File: config.mk
export PLATFORM = sky130hd
export DESIGN_NAME = io_xlate_unit
export DESIGN_NICKNAME = d
export VERILOG_FILES = /design/src/rtl/io_xlate_pkg.sv /design/src/rtl/io_xlate_tlb.sv /design/src/rtl/io_xlate_ctrl.sv /design/src/rtl/io_xlate_dp.sv /design/src/rtl/io_xlate_unit.sv
export SDC_FILE = /design/constraint.sdc
export NUM_CORES = 1
export LEC_CHECK = 0
export ABC_AREA = 0
export BUFFER_PORTS_ARGS = -buffer_cell sky130_fd_sc_hd__buf_2
export CAP_MARGIN = 20
export CORE_MARGIN = 5
export CORE_UTILIZATION = 60
export CTS_CLUSTER_SIZE = 10
export DETAILED_ROUTE_END_ITERATION = 16
export GPL_TIMING_DRIVEN = 1
export PLACE_DENSITY = 0.88
export SYNTH_ARGS = -nofsm -noshare
export SYNTH_HDL_FRONTEND = slang
export SYNTH_SLANG_ARGS = --single-unit
File: constraint.sdc
create_clock -name clk -period 4.5 [get_ports clk]
set_clock_uncertainty 0.2 [all_clocks]
set_input_delay 0.675 -clock clk [delete_from_list [all_inputs] [get_ports clk]]
set_output_delay 0.675 -clock clk [all_outputs]
set_load 0.01 [all_outputs]
File: src/rtl/io_xlate_pkg.sv
package io_xlate_pkg;
  localparam int ADDR_W        = 32;
  localparam int PAGE_SHIFT    = 12;
  localparam int VPN_W         = ADDR_W - PAGE_SHIFT;
  localparam int WIN_MIN_SHIFT = 24;
  localparam int PPN_W         = 19;
  localparam int PTE_PPN_LSB   = 8;
  localparam int PTE_CACHE_BIT = 7;
  localparam int PTE_WR_BIT    = 2;
  localparam int PTE_VALID_BIT = 1;
  localparam int CFG_HI_BIT    = 16;
  localparam int TLB_DATA_W    = PPN_W + 2;

  localparam int REG_CTRL       = 0;
  localparam int REG_BASE       = 1;
  localparam int REG_FLUSH_ALL  = 2;
  localparam int REG_FLUSH_PAGE = 3;
  localparam int SLOT_REG0      = 4;

  typedef struct packed {
    logic latchReq;
    logic useLatched;
    logic emitBypass;
    logic emitPlain;
    logic emitFault;
    logic emitHit;
    logic emitFetched;
    logic startFetch;
    logic install;
  } xlStrobe_t;

  typedef struct packed {
    logic bypassSel;
    logic xlateEn;
    logic inWindow;
    logic hit;
    logic hitWritable;
    logic writeReq;
    logic pteValid;
    logic pteWritable;
    logic flushAny;
  } xlStatus_t;
endpackage

File: src/rtl/io_xlate_tlb.sv
module io_xlate_tlb #(
  parameter int ENTRIES = 8,
  parameter int TAG_W   = 20,
  parameter int DATA_W  = 21,
  localparam int IDX_W  = $clog2(ENTRIES)
) (
  input  logic              clk,
  input  logic              rstN,
  input  logic [TAG_W-1:0]  lookupTag,
  output logic              hit,
  output logic [DATA_W-1:0] hitData,
  input  logic              insertEn,
  input  logic [TAG_W-1:0]  insertTag,
  input  logic [DATA_W-1:0] insertData,
  input  logic              flushAll,
  input  logic              flushPageEn,
  input  logic [TAG_W-1:0]  flushTag
);
  logic [ENTRIES-1:0] hitVec;
  logic [DATA_W-1:0]  entData [ENTRIES];
  logic [IDX_W-1:0]   victim;

  for (genvar e = 0; e < ENTRIES; e++) begin : g_ent
    logic              vBit;
    logic [TAG_W-1:0]  tagQ;
    logic [DATA_W-1:0] dataQ;
    always_ff @(posedge clk or negedge rstN) begin
      if (!rstN) begin
        vBit  <= 1'b0;
        tagQ  <= '0;
        dataQ <= '0;
      end else begin
        if (insertEn && victim == IDX_W'(e)) begin
          vBit  <= 1'b1;
          tagQ  <= insertTag;
          dataQ <= insertData;
        end
        if (flushAll || (flushPageEn && tagQ == flushTag)) vBit <= 1'b0;
      end
    end
    assign hitVec[e]  = vBit && (tagQ == lookupTag);
    assign entData[e] = dataQ;
  end

  always_ff @(posedge clk or negedge rstN) begin
    if (!rstN) victim <= '0;
    else if (insertEn) victim <= (victim == IDX_W'(ENTRIES - 1)) ? '0 : victim + 1'b1;
  end

  always_comb begin
    hitData = '0;
    for (int e = 0; e < ENTRIES; e++)
      if (hitVec[e]) hitData = hitData | entData[e];
  end
  assign hit = |hitVec;

  // a page is never cached twice, so lookups match at most one entry
  assert_single_hit_R10: assert property (@(posedge clk) disable iff (!rstN)
    $onehot0(hitVec));
endmodule

File: src/rtl/io_xlate_ctrl.sv
module io_xlate_ctrl import io_xlate_pkg::*; (
  input  logic       clk,
  input  logic       rstN,
  input  logic       reqValid,
  output logic       reqReady,
  input  logic       memRspValid,
  output logic       memRdValid,
  input  xlStatus_t  st,
  output xlStrobe_t  stb
);
  typedef enum logic {ST_IDLE, ST_FETCH} xlState_e;
  xlState_e state, nextState;
  logic cancelFill;

  always_comb begin
    stb       = '0;
    nextState = state;
    unique case (state)
      ST_IDLE: if (reqValid) begin
        stb.latchReq = 1'b1;
        if (st.bypassSel)      stb.emitBypass = 1'b1;
        else if (!st.xlateEn)  stb.emitPlain  = 1'b1;
        else if (!st.inWindow) stb.emitFault  = 1'b1;
        else if (st.hit) begin
          if (st.writeReq && !st.hitWritable) stb.emitFault = 1'b1;
          else                                stb.emitHit   = 1'b1;
        end else begin
          stb.startFetch = 1'b1;
          nextState      = ST_FETCH;
        end
      end
      ST_FETCH: begin
        stb.useLatched = 1'b1;
        if (memRspValid) begin
          nextState = ST_IDLE;
          if (!st.pteValid) stb.emitFault = 1'b1;
          else begin
            stb.install = !(cancelFill || st.flushAny);
            if (st.writeReq && !st.pteWritable) stb.emitFault   = 1'b1;
            else                                stb.emitFetched = 1'b1;
          end
        end
      end
      default: nextState = ST_IDLE;
    endcase
  end

  always_ff @(posedge clk or negedge rstN) begin
    if (!rstN) begin
      state      <= ST_IDLE;
      cancelFill <= 1'b0;
    end else begin
      state <= nextState;
      if (stb.startFetch)                      cancelFill <= 1'b0;
      else if (state == ST_FETCH && st.flushAny) cancelFill <= 1'b1;
    end
  end

  assign reqReady   = (state == ST_IDLE);
  assign memRdValid = (state == ST_FETCH);

  // a flush seen during a fetch must keep that entry out of the cache
  assert_no_fill_after_flush_R14: assert property (@(posedge clk) disable iff (!rstN)
    (state == ST_FETCH && st.flushAny) |=> !stb.install);
endmodule

File: src/rtl/io_xlate_dp.sv
module io_xlate_dp import io_xlate_pkg::*; #(
  parameter int NUM_SLOTS   = 4,
  parameter int TLB_ENTRIES = 8,
  localparam int SLOT_W = $clog2(NUM_SLOTS),
  localparam int REG_AW = $clog2(SLOT_REG0 + NUM_SLOTS)
) (
  input  logic              clk,
  input  logic              rstN,
  input  logic              regWrEn,
  input  logic [REG_AW-1:0] regAddr,
  input  logic [ADDR_W-1:0] regWrData,
  output logic [ADDR_W-1:0] regRdData,
  input  logic [SLOT_W-1:0] reqSlot,
  input  logic [ADDR_W-1:0] reqVa,
  input  logic              reqWrite,
  output logic              respValid,
  output logic [ADDR_W-1:0] respPa,
  output logic              respCacheable,
  output logic              respFault,
  output logic [ADDR_W-1:0] memRdAddr,
  input  logic [ADDR_W-1:0] memRspData,
  input  xlStrobe_t         stb,
  output xlStatus_t         st
);
  logic                 ctrlEn;
  logic [2:0]           ctrlRange;
  logic [ADDR_W-1:0]    baseReg;
  logic [NUM_SLOTS-1:0] cfgBypass, cfgBurst8, cfgBurst16, cfgHiBit;
  logic [ADDR_W-1:0]    latVa;
  logic [SLOT_W-1:0]    latSlot;
  logic                 latWrite;

  // register file
  always_ff @(posedge clk or negedge rstN) begin
    if (!rstN) begin
      ctrlEn <= 1'b0; ctrlRange <= '0; baseReg <= '0;
      cfgBypass <= '0; cfgBurst8 <= '0; cfgBurst16 <= '0; cfgHiBit <= '0;
    end else if (regWrEn) begin
      if (regAddr == REG_AW'(REG_CTRL)) begin
        ctrlEn    <= regWrData[0];
        ctrlRange <= regWrData[4:2];
      end
      if (regAddr == REG_AW'(REG_BASE)) baseReg <= regWrData;
      for (int s = 0; s < NUM_SLOTS; s++)
        if (regAddr == REG_AW'(SLOT_REG0 + s)) begin
          cfgBypass[s]  <= regWrData[0];
          cfgBurst8[s]  <= regWrData[1];
          cfgBurst16[s] <= regWrData[2];
          cfgHiBit[s]   <= regWrData[CFG_HI_BIT];
        end
    end
  end

  always_comb begin
    regRdData = '0;
    if (regAddr == REG_AW'(REG_CTRL)) regRdData = {27'd0, ctrlRange, 1'b0, ctrlEn};
    if (regAddr == REG_AW'(REG_BASE)) regRdData = baseReg;
    for (int s = 0; s < NUM_SLOTS; s++)
      if (regAddr == REG_AW'(SLOT_REG0 + s)) begin
        regRdData[0]          = cfgBypass[s];
        regRdData[1]          = cfgBurst8[s];
        regRdData[2]          = cfgBurst16[s];
        regRdData[CFG_HI_BIT] = cfgHiBit[s];
      end
  end

  logic flushAllStb, flushPageStb;
  assign flushAllStb  = regWrEn && regAddr == REG_AW'(REG_FLUSH_ALL);
  assign flushPageStb = regWrEn && regAddr == REG_AW'(REG_FLUSH_PAGE);

  // request capture
  always_ff @(posedge clk or negedge rstN) begin
    if (!rstN) begin
      latVa <= '0; latSlot <= '0; latWrite <= 1'b0;
    end else if (stb.latchReq) begin
      latVa <= reqVa; latSlot <= reqSlot; latWrite <= reqWrite;
    end
  end

  logic [ADDR_W-1:0] curVa, winMask, winOffset, entryAddr;
  logic [SLOT_W-1:0] curSlot;
  assign curVa   = stb.useLatched ? latVa    : reqVa;
  assign curSlot = stb.useLatched ? latSlot  : reqSlot;

  // window is anchored at the top of the address space
  assign winMask   = {ADDR_W{1'b1}} << (5'(WIN_MIN_SHIFT) + {2'b00, ctrlRange});
  assign winOffset = curVa & ~winMask;
  assign entryAddr = baseReg + {{(ADDR_W-VPN_W-2){1'b0}}, winOffset[ADDR_W-1:PAGE_SHIFT], 2'b00};

  // translation cache
  logic                  tlbHit;
  logic [TLB_DATA_W-1:0] tlbData, fillData;
  assign fillData = {memRspData[PTE_WR_BIT], memRspData[PTE_CACHE_BIT],
                     memRspData[PTE_PPN_LSB +: PPN_W]};

  io_xlate_tlb #(.ENTRIES(TLB_ENTRIES), .TAG_W(VPN_W), .DATA_W(TLB_DATA_W)) i_tlb (
    .clk        (clk),
    .rstN       (rstN),
    .lookupTag  (curVa[ADDR_W-1:PAGE_SHIFT]),
    .hit        (tlbHit),
    .hitData    (tlbData),
    .insertEn   (stb.install),
    .insertTag  (latVa[ADDR_W-1:PAGE_SHIFT]),
    .insertData (fillData),
    .flushAll   (flushAllStb),
    .flushPageEn(flushPageStb),
    .flushTag   (regWrData[ADDR_W-1:PAGE_SHIFT])
  );

  always_comb begin
    st             = '0;
    st.bypassSel   = cfgBypass[curSlot];
    st.xlateEn     = ctrlEn;
    st.inWindow    = (curVa & winMask) == winMask;
    st.hit         = tlbHit;
    st.hitWritable = tlbData[TLB_DATA_W-1];
    st.writeReq    = stb.useLatched ? latWrite : reqWrite;
    st.pteValid    = memRspData[PTE_VALID_BIT];
    st.pteWritable = memRspData[PTE_WR_BIT];
    st.flushAny    = flushAllStb || flushPageStb;
  end

  // response and fetch address registers
  always_ff @(posedge clk or negedge rstN) begin
    if (!rstN) begin
      respValid <= 1'b0; respFault <= 1'b0; respPa <= '0;
      respCacheable <= 1'b0; memRdAddr <= '0;
    end else begin
      respValid     <= stb.emitBypass | stb.emitPlain | stb.emitHit | stb.emitFetched;
      respFault     <= stb.emitFault;
      respCacheable <= 1'b0;
      respPa        <= '0;
      if (stb.startFetch) memRdAddr <= entryAddr;
      if (stb.emitBypass)
        respPa <= {1'b0, cfgHiBit[curSlot], curVa[ADDR_W-3:0]};
      else if (stb.emitPlain)
        respPa <= {1'b0, curVa[ADDR_W-2:0]};
      else if (stb.emitHit) begin
        respPa        <= {1'b0, tlbData[PPN_W-1:0], curVa[PAGE_SHIFT-1:0]};
        respCacheable <= tlbData[PPN_W];
      end else if (stb.emitFetched) begin
        respPa        <= {1'b0, memRspData[PTE_PPN_LSB +: PPN_W], latVa[PAGE_SHIFT-1:0]};
        respCacheable <= memRspData[PTE_CACHE_BIT];
      end
    end
  end

  assert_pa_top_clear_R7: assert property (@(posedge clk) disable iff (!rstN)
    respValid |-> !respPa[ADDR_W-1]);
  assert_fault_alone_R5: assert property (@(posedge clk) disable iff (!rstN)
    !(respValid && respFault));
  assert_window_fault_R5: assert property (@(posedge clk) disable iff (!rstN)
    (stb.latchReq && !stb.useLatched && ctrlEn && !st.bypassSel && !st.inWindow) |=> respFault);
  assert_fetch_addr_hold_R6: assert property (@(posedge clk) disable iff (!rstN)
    (stb.useLatched && !stb.latchReq) |=> $stable(memRdAddr));
endmodule

File: src/rtl/io_xlate_unit.sv
module io_xlate_unit import io_xlate_pkg::*; (
  input  logic        clk,
  input  logic        rstN,
  input  logic        regWrEn,
  input  logic [2:0]  regAddr,
  input  logic [31:0] regWrData,
  output logic [31:0] regRdData,
  input  logic        reqValid,
  output logic        reqReady,
  input  logic [1:0]  reqSlot,
  input  logic [31:0] reqVa,
  input  logic        reqWrite,
  output logic        respValid,
  output logic [31:0] respPa,
  output logic        respCacheable,
  output logic        respFault,
  output logic        memRdValid,
  output logic [31:0] memRdAddr,
  input  logic        memRspValid,
  input  logic [31:0] memRspData
);
  xlStrobe_t stb;
  xlStatus_t st;

  io_xlate_ctrl i_ctrl (
    .clk        (clk),
    .rstN       (rstN),
    .reqValid   (reqValid),
    .reqReady   (reqReady),
    .memRspValid(memRspValid),
    .memRdValid (memRdValid),
    .st         (st),
    .stb        (stb)
  );

  io_xlate_dp #(.NUM_SLOTS(4), .TLB_ENTRIES(8)) i_dp (
    .clk          (clk),
    .rstN         (rstN),
    .regWrEn      (regWrEn),
    .regAddr      (regAddr),
    .regWrData    (regWrData),
    .regRdData    (regRdData),
    .reqSlot      (reqSlot),
    .reqVa        (reqVa),
    .reqWrite     (reqWrite),
    .respValid    (respValid),
    .respPa       (respPa),
    .respCacheable(respCacheable),
    .respFault    (respFault),
    .memRdAddr    (memRdAddr),
    .memRspData   (memRspData),
    .stb          (stb),
    .st           (st)
  );

  assert_fetch_answers_R6: assert property (@(posedge clk) disable iff (!rstN)
    (memRdValid && memRspValid) |=> (respValid || respFault));
  assert_busy_not_ready_R6: assert property (@(posedge clk) disable iff (!rstN)
    memRdValid |-> !reqReady);
endmodule

==> flow_summary_export.csv, run 1 <==
group,metric,value,unit
run_status,status,"finished, final reports clean",
clock_network,clkTransAtPathRegs,0.06,ns
clock_network,clock_latency,0.61,ns
routing,drc,0,
setup_path,r2r-end,"i_dp.memRdAddr[24]$_DFFE_PN0P_",
power_and_ir_drop,power_leakage,13.8,nW
placed_design,io_buffers,196,
floorplan,dieArea,46600,um2
hold_path,hp-class,"in -> reg",
synth,synth_simple_gate_area_share,8.64,%
synth,syn-cell-area,25400,um2
global_route,track_usage,33.8,%
timing,fin_crit,4.36,ns
floorplan,initial_core_util,60.6,%
setup_path,r2r_setup_slack,0.14,ns
synth,ys_seq_elements,494,
floorplan,num_rows,75,
clock_network,cts_sinks,494,
cells_and_area,stdcell_count,2895,
placed_design,dp.cells,2824,
timing,period_share,96.9,%
synth,ys_seq_area_share,48.6,%
routing,vias,19191,
synth,synth_compound_area_share,7.36,%
cells_and_area,drive_gt1_share,32.1,%
flow_run,cap_violations,0,
setup_path,critPathBufInv,3,
timing,hold_viol_final,0,
placed_design,detailed_place_hpwl,51400,um
timing,setup_viol,0,
timing,fmax,229,MHz
routing,wl_per_cell,27.7,um
routing,drtIter0Drc,2250,
cells_and_area,nNetsFinal,2476,
clock_network,cts-root-buf,"clkbuf_16",
synth,syn_avg_cell_area,11.7,um2
cells_and_area,final_common_cell,"dfrtp_1",
power_and_ir_drop,power_density,394,nW/um2
synth,syn-instance-count,2170,
setup_path,rr_worst_depth,15,
setup_path,cp_top_family,"compound AO/OA/AOI/OAI gates",
clock_network,clockBufferDepth,3,
global_route,overflow,0,
synth,synth_enable_flop_cells,0,
setup_path,crit_top_cell,"inv_1",
hold_path,hp-start,"reqVa[24]",
setup_path,reg2reg_from,"i_dp.latVa[12]$_DFFE_PN0P_",
synth,synthMuxAreaShare,18.9,%
clock_network,cts_tree,"yes",
synth,async_flop_share,100,%
power_and_ir_drop,peakVddDrop,0.000265,V
setup_path,cp.required,4.77,ns
hold_path,holdPathEnd,"i_dp.latVa[24]$_DFFE_PN0P_",
synth,syn_nets,2303,
setup_path,crit_fanout,10,
global_route,grt_pass1_vias,19922,
timing,max_slew_margin,42.8,%
setup_path,critPathLaunchType,"flip-flop",
floorplan,die_w,216,um
placed_design,globalplace.congestion,0.968,
routing,vias_per_cell,6.63,
setup_path,path_cells,"mux2i_4, inv_1, ha_1, inv_1, fa_1, nand2b_1, a31oi_1, o41ai_2, o211a_1, o31ai_1, buf_4, o31ai_2, and2_1, a2111oi_0, a21oi_1",
synth,ys_warn_count,0,
synth,synth-xor-area-share,11.6,%
setup_path,cpPeakStageDelay,0.62,ns
setup_path,cpMaxStageDelayCell,"dfrtp_1",
timing,timing.hold.ws,0.0744,ns
synth,synthAdderAreaFrac,1.31,%
floorplan,core-area,41900,um2
global_route,grt_max_degree,95,
setup_path,endpoint_kind,"flip-flop",
clock_network,cts_buffers,55,
routing,dr.pass1.iters,6,
hold_path,hold_depth,3,
synth,synth_top_family_by_area,"multiplexers",
timing,final_max_slew_viol_count,0,
timing,worst_slew_pin_slew,0.841,ns
global_route,antenna_found_initial,7,
cells_and_area,area_growth,12.3,%
floorplan,die_y,216,um
synth,ys_types,67,
routing,finalWirelength,80200,um
routing,ant_nets,0,
setup_path,worst-setup-path-type,"reg -> reg",
synth,synthFlopType,"dfrtp_1",
clock_network,htreeDepth,2,
global_route,grt_pass1_wl,121000,um
cells_and_area,final_cell_mix,"493 x dfrtp_1, 379 x mux2_2, 195 x buf_2",
floorplan,ios,208,
setup_path,crit_arrival,4.63,ns
[how the worst max path moves through the flow]
| stage | from | to | slack, ns | depth (start not counted) |
|---|---|---|---|---|
| detailed placement | reqVa[12] | i_dp.memRdAddr[24]$_DFFE_PN0P_ | 0.19 | 16 |
| global route | i_dp.latVa[12]$_DFFE_PN0P_ | i_dp.memRdAddr[24]$_DFFE_PN0P_ | -0.02 | 15 |
| global placement | reqVa[12] | i_dp.memRdAddr[24]$_DFFE_PN0P_ | 0.25 | 16 |
| CTS | i_ctrl.memRdValid$_DFF_PN0_ | i_dp.memRdAddr[23]$_DFFE_PN0P_ | 0.33 | 14 |
| finish | i_dp.latVa[12]$_DFFE_PN0P_ | i_dp.memRdAddr[24]$_DFFE_PN0P_ | 0.14 | 15 |
| floorplan | i_ctrl.memRdValid$_DFF_PN0_ | i_dp.memRdAddr[24]$_DFFE_PN0P_ | 0.47 | 16 |
[stage by stage]
stage / power (mW) / setup TNS (ns) / area [um2] / utilization, % / setup slack [ns]
global route: 11.7 / -0.0176 / 28500 / 68.0 / -0.0176
CTS: 11.2 / 0 / 28500 / 68.0 / 0.333
detailed placement: 7.37 / 0 / 27100 / 64.5 / 0.187
floorplan: 6.49 / 0 / 25400 / - / 0.474
finish: 11.3 / 0 / 28500 / 68.1 / 0.139
global placement: 7.26 / 0 / 27100 / 64.5 / 0.245
[Yosys cell counts, types with 12 or more instances]
cell type,n,area [um2]
xor2_1,145,1270
mux2_2,379,4270
a221oi_1,29,254
buf_1,19,71.3
xnor2_1,193,1690
nand4_1,26,163
nand3_1,26,130
o21ai_1,12,60.1
and3_1,21,131
dfrtp_1,494,12400
mux2i_4,14,315
mux2i_1,16,160
and2_1,31,194
nor4_1,69,432
ha_1,25,313
buf_4,14,105
a22oi_1,39,293
inv_1,37,139
nor3_1,24,120
o21ai_0,60,300
a21oi_1,41,205
a22o_1,34,298
buf_2,22,110
nor2_1,41,154
clkbuf_1,87,327
nand2_1,170,638
[tightest hold or removal path, cell delays in order]
cell     delay, ns
buf_2         0.09
nand2_1       0.04
nand2_1       0.05
[logic make-up (layout without fill, tap and decap cells)]
| family | after synthesis | after routing |
|---|---|---|
| muxes | 413 | 413 |
| xor gates and xnor gates | 338 | 338 |
| AOI/OAI and AO/OA | 269 | 269 |
| buffers and inverters | 190 | 369 |
| other | 1 | 8 |
| DFF | 494 | 494 |
| and+or+nand+nor | 439 | 439 |
| adders and majority gates | 26 | 26 |
[cell type report]
cell class              instances  area (um2)
well taps                     539         674
diodes                          7        17.5
repair buffers                269        1680
fillers                      2842       13400
flip-flops and latches        494       12400
multi-input cells            1486       12200
clock inverters                 2        28.8
inverters                      37         139
clock buffers                  61        1410
[power breakdown]
part           switching, mW  internal [mW]  total [mW]  leakage [nW]
sequential             0.453           4.86        5.32          6.65
combinational           1.19          0.868        2.06          6.41
clock                   1.71           2.18        3.89         0.705
total                   3.36           7.91        11.3          13.8
[registers in the layout, indices dropped and copies added, names as in the netlist, 2 cells and up]
| signal | cells |
|---|---|
| i_dp.i_tlb.g_ent.vBit | 8 |
| i_dp.latVa | 32 |
| i_dp.i_tlb.g_ent.tagQ | 160 |
| i_dp.cfgBurst8 | 4 |
| i_dp.i_tlb.victim | 3 |
| i_dp.cfgHiBit | 4 |
| i_dp.cfgBurst16 | 4 |
| i_dp.ctrlRange | 3 |
| i_dp.i_tlb.g_ent.dataQ | 168 |
| i_dp.respPa | 31 |
| i_dp.memRdAddr | 32 |
| i_dp.cfgBypass | 4 |
| i_dp.baseReg | 32 |
| i_dp.latSlot | 2 |
[routing by layer]
layer,GRT usage [%],part of all wire (%),vias up
met4,21.1,7.2,2
met3,9.42,12,392
met5,0,0.015,-
met1,42.6,36,9459
li1,-,-,8011
met2,52.0,45,1327
[timing repair]
item,CTS,global route
hold buffers,1,0
resized for setup,0,2
setup buffers,0,0
setup endpoints to repair,0,4
endpoints found under the hold margin,87,0
(Power assumes the default switching activity.)
==> run 2: changes to the inputs <==
--- a/config.mk
+++ b/config.mk
@@ -9,11 +9,11 @@
 export BUFFER_PORTS_ARGS = -buffer_cell sky130_fd_sc_hd__buf_2
 export CAP_MARGIN = 20
 export CORE_MARGIN = 5
-export CORE_UTILIZATION = 60
+export CORE_UTILIZATION = 30
 export CTS_CLUSTER_SIZE = 10
 export DETAILED_ROUTE_END_ITERATION = 16
 export GPL_TIMING_DRIVEN = 1
-export PLACE_DENSITY = 0.88
+export PLACE_DENSITY = 0.54
 export SYNTH_ARGS = -nofsm -noshare
 export SYNTH_HDL_FRONTEND = slang
 export SYNTH_SLANG_ARGS = --single-unit
==> flow_summary_export.csv, run 2 (synthesized netlist as in run 1, its figures left out) <==
group,metric,value,unit
setup_path,cpMaxStageDelayCell,"mux2i_2",
setup_path,cp_top_family,"simple AND/OR/NAND/NOR gates",
floorplan,core-area,83800,um2
timing,final_max_slew_viol_count,0,
cells_and_area,drive_gt1_share,32.9,%
setup_path,path_cells,"buf_12, mux2i_2, xnor2_1, nor4_1, nand4_1, nor2_2, buf_4, a22o_1, a221oi_1, and3_1, a21oi_1, buf_4",
setup_path,cpPeakStageDelay,0.74,ns
timing,rsz0062_at_grt,"no",
cells_and_area,largest_reg_flops,168,
timing,fin_tns_setup,0,ns
power_and_ir_drop,power_density,389,nW/um2
flow_run,cap_violations,0,
setup_path,critPathBufInv,3,
clock_network,cts_setup_buffers,0,
routing,vias_per_cell,5.26,
floorplan,num_rows,106,
cells_and_area,area_growth,16.3,%
placed_design,detailed_place_hpwl,62000,um
cells_and_area,final_cell_mix,"493 x dfrtp_1, 379 x mux2_2, 195 x buf_2",
cells_and_area,final_common_cell,"dfrtp_1",
clock_network,clockBufferDepth,3,
global_route,grt_pass1_wl,132000,um
routing,wl_per_cell,25.5,um
cells_and_area,n_fill_cell,8355,
timing,max_slew_margin,39.9,%
routing,dr.pass1.iters,5,
global_route,overflow,0,
setup_path,crit_fanout,20,
placed_design,dp_slack,0.107,ns
routing,finalWirelength,89900,um
setup_path,worst-setup-path-type,"reg -> reg",
timing,hold_viol_final,0,
placed_design,globalplace.congestion,0.877,
cells_and_area,nNetsFinal,2496,
timing,worst_slew_pin_slew,0.901,ns
clock_network,cts_tree,"yes",
timing,fin_crit,4.39,ns
floorplan,die_y,301,um
cells_and_area,final_util,35.3,%
timing,setup_viol,0,
power_and_ir_drop,peakVddDrop,0.000262,V
hold_path,hp-class,"in -> reg",
power_and_ir_drop,p_total,11.5,mW
setup_path,cp.required,4.86,ns
global_route,grt_pass1_vias,19306,
power_and_ir_drop,power_leakage,13.9,nW
global_route,antenna_found_initial,12,
timing,setup_ws,0.110,ns
routing,vias,18533,
clock_network,htreeDepth,2,
setup_path,crit_top_cell,"buf_4",
placed_design,io_buffers,196,
clock_network,cts-root-buf,"clkbuf_16",
setup_path,crit_arrival,4.75,ns
global_route,track_usage,19.4,%
global_route,grt_max_degree,100,
timing,period_share,97.6,%
cells_and_area,top_regs,"i_dp.i_tlb.g_ent.dataQ: 168 flops, i_dp.i_tlb.g_ent.tagQ: 160 flops",
clock_network,cts_sinks,494,
routing,drtIter0Drc,1360,
floorplan,ios,208,
setup_path,critPathLaunchType,"flip-flop",
cells_and_area,regMostFlops,"i_dp.i_tlb.g_ent.dataQ",
routing,drc,0,
floorplan,initial_core_util,30.3,%
floorplan,dieArea,90700,um2
floorplan,die_w,301,um
clock_network,cts_buffers,56,
timing,fmax,228,MHz
clock_network,clock_latency,0.63,ns
clock_network,clkTransAtPathRegs,0.06,ns
routing,ant_nets,0,
run_status,status,"finished, final reports clean",
setup_path,endpoint_kind,"flip-flop",
[run 2: timing repair]
item                                    4_1_cts  5_1_grt
resized for setup                             0        1
hold buffers                                  1        0
endpoints found under the setup margin        0        5
hold endpoints to repair                     86        0
[run 2: final cells by class]
class	instances	area, um2	area share (%)
antenna	8	20.0	0.0677
clock buffer	70	1450	4.92
clock inverter	4	52.6	0.178
inverter	37	139	0.470
multi-input combinational	1486	12300	41.5
sequential	494	12400	41.8
tap	1134	1420	4.80
timing repair buffer	288	1860	6.29
[run 2: stage by stage]
step                      cell area [um2]  instances  hold slack, ns
after floorplan                     25400       2170           0.179
after global placement              28000       3438           0.259
after detailed placement            28000       3438           0.263
after CTS                           29500       3513          0.0256
after global routing                29600       3515          0.0551
final                               29600       3521          0.0554
[run 2: per-layer routing]
metal	part of all wire, %	up-vias	wire length, um	GRT usage (%)
li1	-	8032	-	-
met1	42	9654	37800	25.3
met2	47	654	42500	32.3
met3	6.5	187	5830	3.73
met4	4.0	6	3630	7.18
met5	0.045	-	40	0
[run 2: path summary, 6_finish.rpt]
kind                                                            end  depth (start not counted)                         from  slack, ns
min in group asynchronous            i_dp.memRdAddr[23]$_DFFE_PN0P_                          2                         rstN       0.54
setup reg to reg                          i_dp.respPa[23]$_DFF_PN0_                         12  i_ctrl.memRdValid$_DFF_PN0_       0.11
setup / recovery                          i_dp.respPa[23]$_DFF_PN0_                         12  i_ctrl.memRdValid$_DFF_PN0_       0.11
hold reg to reg                           i_dp.latVa[3]$_DFFE_PN0P_                          2    i_dp.latVa[3]$_DFFE_PN0P_       0.27
hold / removal                            i_dp.latWrite$_DFFE_PN0P_                          3                     reqWrite       0.06
max in group asynchronous  i_dp.i_tlb.g_ent[3].dataQ[7]$_DFFE_PN0P_                          3                         rstN       2.50
[run 2: worst reg2reg max path: cells and delay by family, from the launching register on]
kind / cells / cell delay [ns]
compound gates: 3 / 0.39
xor+xnor: 1 / 0.13
buf+inv: 3 / 0.84
flops: 1 / 0.56
mux: 1 / 0.76
simple gates: 4 / 1.47
[run 2: power breakdown]
| part | leakage [nW] | total, mW | internal (mW) | switching, mW |
|---|---|---|---|---|
| Clock | 0.731 | 4.08 | 2.23 | 1.84 |
| Combinational | 6.52 | 2.15 | 0.896 | 1.26 |
| Sequential | 6.65 | 5.29 | 4.86 | 0.423 |
